[config.mk]
export PLATFORM = sky130hd
export DESIGN_NAME = pkt_status_unit
export DESIGN_NICKNAME = d
export VERILOG_FILES = /design/src/rtl/psu_pkg.sv /design/src/rtl/psu_counter.sv /design/src/rtl/psu_status.sv /design/src/rtl/pkt_status_unit.sv
export SDC_FILE = /design/constraint.sdc
export NUM_CORES = 1
export LEC_CHECK = 0
export BUFFER_PORTS_ARGS = -buffer_cell sky130_fd_sc_hd__buf_2
export CAP_MARGIN = 0
export CORE_MARGIN = 4
export CORE_UTILIZATION = 50
export DETAILED_ROUTE_END_ITERATION = 6
export PLACE_DENSITY = 0.92
export SYNTH_ARGS = -nofsm -noshare
export SYNTH_HDL_FRONTEND = slang
export SYNTH_SLANG_ARGS = --single-unit
[constraint.sdc]
create_clock -name clk -period 4.5 [get_ports clk]
set_input_delay 0.9 -clock clk [delete_from_list [all_inputs] [get_ports clk]]
set_output_delay 0.9 -clock clk [all_outputs]
set_load 0.02 [all_outputs]
[src/rtl/psu_pkg.sv]
package psu_pkg;

    typedef enum logic [1:0] {
        CNT_EMPTY   = 2'd0,
        CNT_ACTIVE  = 2'd1,
        CNT_STARVED = 2'd2
    } cnt_state_e;

    localparam logic [1:0] ADDR_CTRL = 2'd0;
    localparam logic [1:0] ADDR_CNT  = 2'd1;
    localparam logic [1:0] ADDR_STAT = 2'd2;

    localparam int FLG_CHAIN_ERR = 0;
    localparam int FLG_CNT_ZERO  = 1;
    localparam int FLG_PKT_DONE  = 2;
    localparam int FLG_WAIT_BUF  = 3;
    localparam int NUM_FLAGS     = 4;

endpackage

[src/rtl/psu_counter.sv]
module psu_counter
    import psu_pkg::*;
#(
    parameter int CNT_W = 8
) (
    input  logic             clk,
    input  logic             rst_n,
    input  logic             inc_valid,
    input  logic [CNT_W-1:0] inc_val,
    input  logic             dec,
    input  logic             chain,
    output logic [CNT_W-1:0] count,
    output logic [CNT_W-1:0] count_nxt,
    output cnt_state_e       state
);
    localparam int SUM_W = CNT_W + 2;
    localparam logic [SUM_W-1:0] CNT_MAX = {2'b00, {CNT_W{1'b1}}};

    logic [SUM_W-1:0] sum_add;
    logic [SUM_W-1:0] sum_sub;
    cnt_state_e       state_nxt;

    always_comb begin
        sum_add = {2'b00, count} + (inc_valid ? {2'b00, inc_val} : '0);
        if (dec && (sum_add != '0)) begin
            sum_sub = sum_add - 1'b1;
        end else begin
            sum_sub = sum_add;
        end
        if (sum_sub > CNT_MAX) begin
            count_nxt = {CNT_W{1'b1}};
        end else begin
            count_nxt = sum_sub[CNT_W-1:0];
        end
    end

    always_ff @(posedge clk or negedge rst_n) begin
        if (!rst_n) begin
            count <= '0;
        end else begin
            count <= count_nxt;
        end
    end

    // Queue state register
    always_ff @(posedge clk or negedge rst_n) begin
        if (!rst_n) begin
            state <= CNT_EMPTY;
        end else begin
            state <= state_nxt;
        end
    end

    // Next-state logic
    always_comb begin
        state_nxt = state;
        unique case (state)
            CNT_EMPTY: begin
                if (count_nxt != '0) begin
                    state_nxt = CNT_ACTIVE;
                end else if (dec && chain) begin
                    state_nxt = CNT_STARVED;
                end
            end
            CNT_ACTIVE: begin
                if (count_nxt == '0) begin
                    state_nxt = (dec && chain) ? CNT_STARVED : CNT_EMPTY;
                end
            end
            CNT_STARVED: begin
                if (count_nxt != '0) begin
                    state_nxt = CNT_ACTIVE;
                end
            end
            default: state_nxt = CNT_EMPTY;
        endcase
    end

    AST_HOLD_IDLE: assert property (@(posedge clk) disable iff (!rst_n)
        (!inc_valid && !dec) |=> (count == $past(count)));
    AST_DEC_ONE: assert property (@(posedge clk) disable iff (!rst_n)
        (dec && !inc_valid && (count != '0)) |=> (count == $past(count) - 1'b1));
    AST_NO_WRAP: assert property (@(posedge clk) disable iff (!rst_n)
        (inc_valid && !dec && (count == {CNT_W{1'b1}})) |=> (count == {CNT_W{1'b1}}));
    AST_STARVED_ZERO: assert property (@(posedge clk) disable iff (!rst_n)
        (state == CNT_STARVED) |-> (count == '0));
    AST_ACTIVE_NONZERO: assert property (@(posedge clk) disable iff (!rst_n)
        (state == CNT_ACTIVE) |-> (count != '0));

endmodule

[src/rtl/psu_status.sv]
module psu_status
    import psu_pkg::*;
#(
    parameter int CNT_W = 8,
    parameter int TAG_W = 8
) (
    input  logic                 clk,
    input  logic                 rst_n,
    input  logic                 ctrl_wr,
    input  logic                 stat_wr,
    input  logic [1:0]           ctrl_wdata,
    input  logic [NUM_FLAGS-1:0] clr_mask,
    input  logic                 done,
    input  logic                 chain,
    input  logic                 irq_req,
    input  logic [TAG_W-1:0]     tag,
    input  logic [CNT_W-1:0]     count,
    input  logic [CNT_W-1:0]     count_nxt,
    output logic [NUM_FLAGS-1:0] flags,
    output logic [TAG_W-1:0]     tag_q,
    output logic                 irq_en,
    output logic                 test_force,
    output logic                 irq
);
    logic [NUM_FLAGS-1:0] set_vec;
    logic [NUM_FLAGS-1:0] clr_vec;

    always_comb begin
        set_vec = '0;
        set_vec[FLG_CHAIN_ERR] = done && !chain && (count_nxt != '0);
        set_vec[FLG_CNT_ZERO]  = (count != '0) && (count_nxt == '0);
        set_vec[FLG_PKT_DONE]  = done && irq_req;
        set_vec[FLG_WAIT_BUF]  = done && chain && (count_nxt == '0);
        clr_vec = stat_wr ? clr_mask : '0;
    end

    generate
        for (genvar i = 0; i < NUM_FLAGS; i++) begin : g_flag
            always_ff @(posedge clk or negedge rst_n) begin
                if (!rst_n) begin
                    flags[i] <= 1'b0;
                end else if (set_vec[i]) begin
                    flags[i] <= 1'b1;
                end else if (clr_vec[i]) begin
                    flags[i] <= 1'b0;
                end
            end
        end
    endgenerate

    always_ff @(posedge clk or negedge rst_n) begin
        if (!rst_n) begin
            tag_q      <= '0;
            irq_en     <= 1'b0;
            test_force <= 1'b0;
        end else begin
            if (done) begin
                tag_q <= tag;
            end
            if (ctrl_wr) begin
                irq_en     <= ctrl_wdata[0];
                test_force <= ctrl_wdata[1];
            end
        end
    end

    always_comb begin
        irq = irq_en && (flags[FLG_CHAIN_ERR] || flags[FLG_CNT_ZERO] ||
                         flags[FLG_PKT_DONE] ||
                         (test_force && flags[FLG_WAIT_BUF]));
    end

    AST_SET_WINS: assert property (@(posedge clk) disable iff (!rst_n)
        (done && irq_req) |=> flags[FLG_PKT_DONE]);
    AST_CLR_ONE: assert property (@(posedge clk) disable iff (!rst_n)
        (stat_wr && clr_mask[FLG_CHAIN_ERR] && !(done && !chain && (count_nxt != '0)))
        |=> !flags[FLG_CHAIN_ERR]);
    AST_IRQ_ENABLE: assert property (@(posedge clk) disable iff (!rst_n)
        $rose(irq) |-> irq_en);
    AST_TAG_CAPTURE: assert property (@(posedge clk) disable iff (!rst_n)
        done |=> (tag_q == $past(tag)));

endmodule

[src/rtl/pkt_status_unit.sv]
module pkt_status_unit
    import psu_pkg::*;
#(
    parameter int CNT_W  = 8,
    parameter int TAG_W  = 8,
    parameter int DATA_W = 32
) (
    input  logic              clk,
    input  logic              rst_n,
    input  logic              reg_wr,
    input  logic [1:0]        reg_addr,
    input  logic [DATA_W-1:0] reg_wdata,
    output logic [DATA_W-1:0] reg_rdata,
    input  logic              pkt_done,
    input  logic              pkt_chain,
    input  logic              pkt_irq_req,
    input  logic [TAG_W-1:0]  pkt_tag,
    output logic              irq
);
    localparam int CNT_LSB = 16;
    localparam int ST_LSB  = 8;
    localparam int TAG_LSB = DATA_W - TAG_W;

    logic                 cnt_wr;
    logic [CNT_W-1:0]     count;
    logic [CNT_W-1:0]     count_nxt;
    cnt_state_e           state;
    logic [NUM_FLAGS-1:0] flags;
    logic [TAG_W-1:0]     tag_q;
    logic                 irq_en;
    logic                 test_force;
    logic                 unused_wdata_bits;

    assign cnt_wr            = reg_wr && (reg_addr == ADDR_CNT);
    assign unused_wdata_bits = ^reg_wdata[DATA_W-1:CNT_W];

    psu_counter #(.CNT_W(CNT_W)) u_counter (
        .clk       (clk),
        .rst_n     (rst_n),
        .inc_valid (cnt_wr),
        .inc_val   (reg_wdata[CNT_W-1:0]),
        .dec       (pkt_done),
        .chain     (pkt_chain),
        .count     (count),
        .count_nxt (count_nxt),
        .state     (state)
    );

    psu_status #(.CNT_W(CNT_W), .TAG_W(TAG_W)) u_status (
        .clk        (clk),
        .rst_n      (rst_n),
        .ctrl_wr    (reg_wr && (reg_addr == ADDR_CTRL)),
        .stat_wr    (reg_wr && (reg_addr == ADDR_STAT)),
        .ctrl_wdata (reg_wdata[1:0]),
        .clr_mask   (reg_wdata[NUM_FLAGS-1:0]),
        .done       (pkt_done),
        .chain      (pkt_chain),
        .irq_req    (pkt_irq_req),
        .tag        (pkt_tag),
        .count      (count),
        .count_nxt  (count_nxt),
        .flags      (flags),
        .tag_q      (tag_q),
        .irq_en     (irq_en),
        .test_force (test_force),
        .irq        (irq)
    );

    always_comb begin
        reg_rdata = '0;
        unique case (reg_addr)
            ADDR_CTRL: begin
                reg_rdata[0] = irq_en;
                reg_rdata[1] = test_force;
            end
            ADDR_CNT: begin
                reg_rdata[CNT_LSB +: CNT_W] = count;
                reg_rdata[ST_LSB +: 2]      = state;
            end
            ADDR_STAT: begin
                reg_rdata[TAG_LSB +: TAG_W]  = tag_q;
                reg_rdata[NUM_FLAGS-1:0]     = flags;
            end
            default: reg_rdata = '0;
        endcase
    end

    AST_RESET_QUIET: assert property (@(posedge clk) disable iff (!rst_n)
        (!pkt_done && !cnt_wr) |=> $stable(count));
    AST_ZERO_FLAG: assert property (@(posedge clk) disable iff (!rst_n)
        ((count != '0) && (count_nxt == '0)) |=> flags[FLG_CNT_ZERO]);

endmodule

==> impl_metrics.py <==
metrics = {
    "run_status": {
        "outcome": "completed",
    },
    "timing": {
        "slew-limit-headroom": 0.486,
        "max_freq_ghz": 0.245,
        "finClkSkew_ps": 2.33,
        "slew_viol_final": 0,
        "fin_setup_tns_ps": 0,
        "rsz0062_at_grt": "false",
        "setup_violations": 0,
        "hold_viol_final": 0,
        "worstMarginPinSlew_ps": 770,
        "fin_crit_ps": 4090,
        "hold_slack_ps": 502,
        "period_share": 0.908,
    },
    "routing": {
        "ant_nets": 0,
        "drt_wl_total_um": 4530,
        "dr_total_vias": 1729,
        "drc": 0,
        "wl_per_cell_um": 14.7,
        "drt_iter0_markers": 88,
        "dr.pass1.iters": 4,
        "viasPerCell": 5.63,
    },
    "final_layout": {
        "nets": 319,
        "design_area_um2": 2280,
        "diodes": 0,
        "nFillCells": 313,
        "drive_above_1_share": 0.324,
        "area_growth_syn_to_layout_pct": 17.1,
    },
    "setup_path": {
        "cp-end-kind": "flop",
        "r2r_cells": 11,
        "crit_start": "reg_addr[0]",
        "r2r-start": "u_counter.count[0]",
        "critPathKind": "input pin to flop",
        "crit_cells": 14,
        "worstPathRequired_ps": 4640,
        "slowest_delay_ps": 440,
        "regToRegSetupSlack_ps": 1100,
        "path_cells": "buf_2 > nor2b_1 > and3_1 > ha_1 > inv_1 > fa_1 > xor2_1 > and3_1 > nand2_1 > or4_1 > o21a_1 > o32ai_2 > nand4_2 > o2bb2a_1",
        "cp_slowest_cell": "fa_1",
        "crit_fanout": 5,
        "startpoint_type": "input pin",
        "critPathBufInv": 2,
        "crit_family": "simple AND/OR/NAND/NOR gates",
        "cp.arrival_ps": 4230,
        "crit_top_cell": "and3_1",
        "r2r-end": "u_counter.state[0]",
    },
    "clocking": {
        "hold_buffers": 0,
        "h-tree-depth": 1,
        "postCtsSetupRepairBufs": 0,
        "path_clk_slew_ps": 70,
        "root_buffer": "clkbuf_8",
        "ctsResizeCount": 0,
        "cts_num_sinks": 24,
        "clk_path_buf_depth": 2,
        "cts_tree": "done",
        "clk_latency_ps": 260,
        "cts_buffers": 3,
    },
    "worst_hold_path": {
        "min_to": "u_status.tag_q[7]",
        "min_path_type": "flop to flop",
        "min-delay-start": "u_status.tag_q[7]",
        "min_path_cells": 1,
    },
    "pwr": {
        "vdd_drop_max_mv": 0.200,
        "power_density_nw_per_um2": 454,
        "power_leakage_nw": 1.10,
    },
    "global_routing": {
        "grt_pass1_vias": 1702,
        "antenna_found_initial": 0,
        "grt_max_degree": 25,
        "grt_overflow": 0,
        "track_usage": 0.190,
        "grt_pass1_wl_um": 7710,
    },
    "floorplanning": {
        "die_area_um2": 4970,
        "placementRows": 22,
        "design.core.area_um2": 3720,
        "die_y_um": 70.5,
        "pin_count": 81,
        "dieWidth_um": 70.5,
        "initial_utilization": 0.525,
    },
    "place": {
        "numPortBuffers": 46,
        "post_dp_cell_area_um2": 2240,
        "dp_hpwl_um": 3700,
        "gp_congestion": 0.942,
    },
    "synthesis": {
        "ys_warn_count": 0,
        "synth_ff_type": "dfrtp_1",
        "syn_inst": 208,
        "yosys_register_bits": 24,
        "synth_edf_count": 0,
        "ys_async_sr_fraction": 1.00,
        "yosysSeqAreaShare": 0.308,
        "avgSynthCellArea_um2": 9.38,
        "synthesis.area_um2": 1950,
        "post_synth_num_cell_types": 58,
    },
    "run": {
        "max_cap_violations": 0,
    },
}
-- cell type report --
class | count | area [µm²] | area share
Clock buffer | 3 | 41.3 | 0.0181
Timing Repair Buffer | 56 | 305 | 0.134
Inverter | 8 | 30.0 | 0.0131
Tap cell | 48 | 60.1 | 0.0263
Sequential cell | 24 | 601 | 0.263
Multi-Input combinational cell | 168 | 1250 | 0.546
-- Yosys cell counts (2+ instances only) --
library cell / instances / area (µm²)
o31ai_1: 6 / 45.0
mux2_2: 12 / 135
buf_4: 11 / 82.6
nor3_1: 4 / 20.0
ha_1: 9 / 113
a31oi_1: 3 / 18.8
o21a_1: 2 / 15.0
mux2i_1: 2 / 20.0
and2_1: 22 / 138
nand4_2: 2 / 25.0
nor2_1: 7 / 26.3
dfrtp_1: 24 / 601
xor2_1: 5 / 43.8
or4_1: 3 / 22.5
nand3_1: 9 / 45.0
nor2b_1: 6 / 37.5
nand2_1: 15 / 56.3
nor3b_1: 2 / 15.0
o21ai_0: 2 / 10.0
xnor2_1: 5 / 43.8
and3_1: 9 / 56.3
clkbuf_1: 3 / 11.3
a21oi_1: 3 / 15.0
inv_1: 8 / 30.0
-- layout by cell type, fill, tap and decap left out, types with 2 or more instances in the layout --
| cell type | netlist | routed |
|---|---|---|
| nor3b_1 | 2 | 2 |
| nand2_1 | 15 | 15 |
| inv_1 | 8 | 8 |
| mux2i_1 | 2 | 2 |
| conb_1 | 1 | 10 |
| ha_1 | 9 | 9 |
| o21ai_0 | 2 | 2 |
| and2_1 | 22 | 22 |
| nor3_1 | 4 | 4 |
| dfrtp_1 | 24 | 24 |
| and3_1 | 9 | 9 |
| nor2_1 | 7 | 7 |
| buf_2 | 1 | 46 |
| nand4_2 | 2 | 2 |
| nand3_1 | 9 | 9 |
| a21oi_1 | 3 | 3 |
| mux2_2 | 12 | 12 |
| buf_4 | 11 | 10 |
| nor2b_1 | 6 | 6 |
| a31oi_1 | 3 | 3 |
| o31ai_1 | 6 | 6 |
| xnor2_1 | 5 | 5 |
| o21a_1 | 2 | 2 |
| or4_1 | 3 | 3 |
| clkbuf_8 | 0 | 3 |
| xor2_1 | 5 | 5 |
-- worst register-to-register path, cell delays in order (launching register included) --
cell,delay [ps]
dfrtp_1,410
ha_1,230
inv_1,80
fa_1,250
nor2b_4,60
o2111a_1,260
or4_4,510
a211oi_4,330
nand4_2,200
a221oi_2,430
nand4_2,200
o2bb2a_1,330
-- metal layers --
layer | GRT usage | routed length, µm
met1 | 0.258 | 1880
met2 | 0.308 | 2240
met3 | 0.0302 | 337
met4 | 0.0596 | 67
met5 | 0 | 0
-- kinds of logic (layout without fill, tap and decap cells) --
| kind of cell | after synthesis | in the layout | share of synthesized area |
|---|---|---|---|
| buffers and inverters | 25 | 67 | 0.0705 |
| flip-flops | 24 | 24 | 0.308 |
| AO/OA/AOI/OAI | 34 | 34 | 0.154 |
| adder cells (fa/ha/maj) | 10 | 10 | 0.0680 |
| multiplexers | 14 | 14 | 0.0795 |
| AND/OR/NAND/NOR | 90 | 90 | 0.273 |
| XOR/XNOR | 10 | 10 | 0.0449 |
| other | 1 | 10 | 0.00192 |
-- sequential cells by signal, indices dropped and copies added, names as in the netlist --
name	flops
u_status.test_force	1
u_status.flags	4
u_counter.count	8
u_counter.state	2
u_status.tag_q	8
u_status.irq_en	1
-- worst max-delay path by stage --
stage | end | slack, ps
floorplan | u_status.flags[0] | 330
finish | u_counter.state[0] | 410
CTS | u_counter.state[0] | 410
global placement | u_status.flags[0] | 160
detailed placement | u_counter.state[0] | 130
global route | u_status.flags[0] | 190
-- power by group --
group | internal [W] | switching, W | leakage [nW]
combinational | 0.000254 | 0.000357 | 0.806
clock | 0.0000597 | 0.0000605 | 0.0216
sequential | 0.000266 | 0.0000392 | 0.274
-- metrics by stage --
step	total power [W]	setup slack, ps	util	instances
4_1_cts	0.00103	409	0.615	307
3_5_place_dp	0.000907	134	0.604	304
5_1_grt	0.00112	189	0.615	307
6_report	0.00104	414	0.615	307
2_1_floorplan	0.000743	331	-	217
3_3_place_gp	0.000891	162	0.604	304
(Power assumes the default switching activity.)
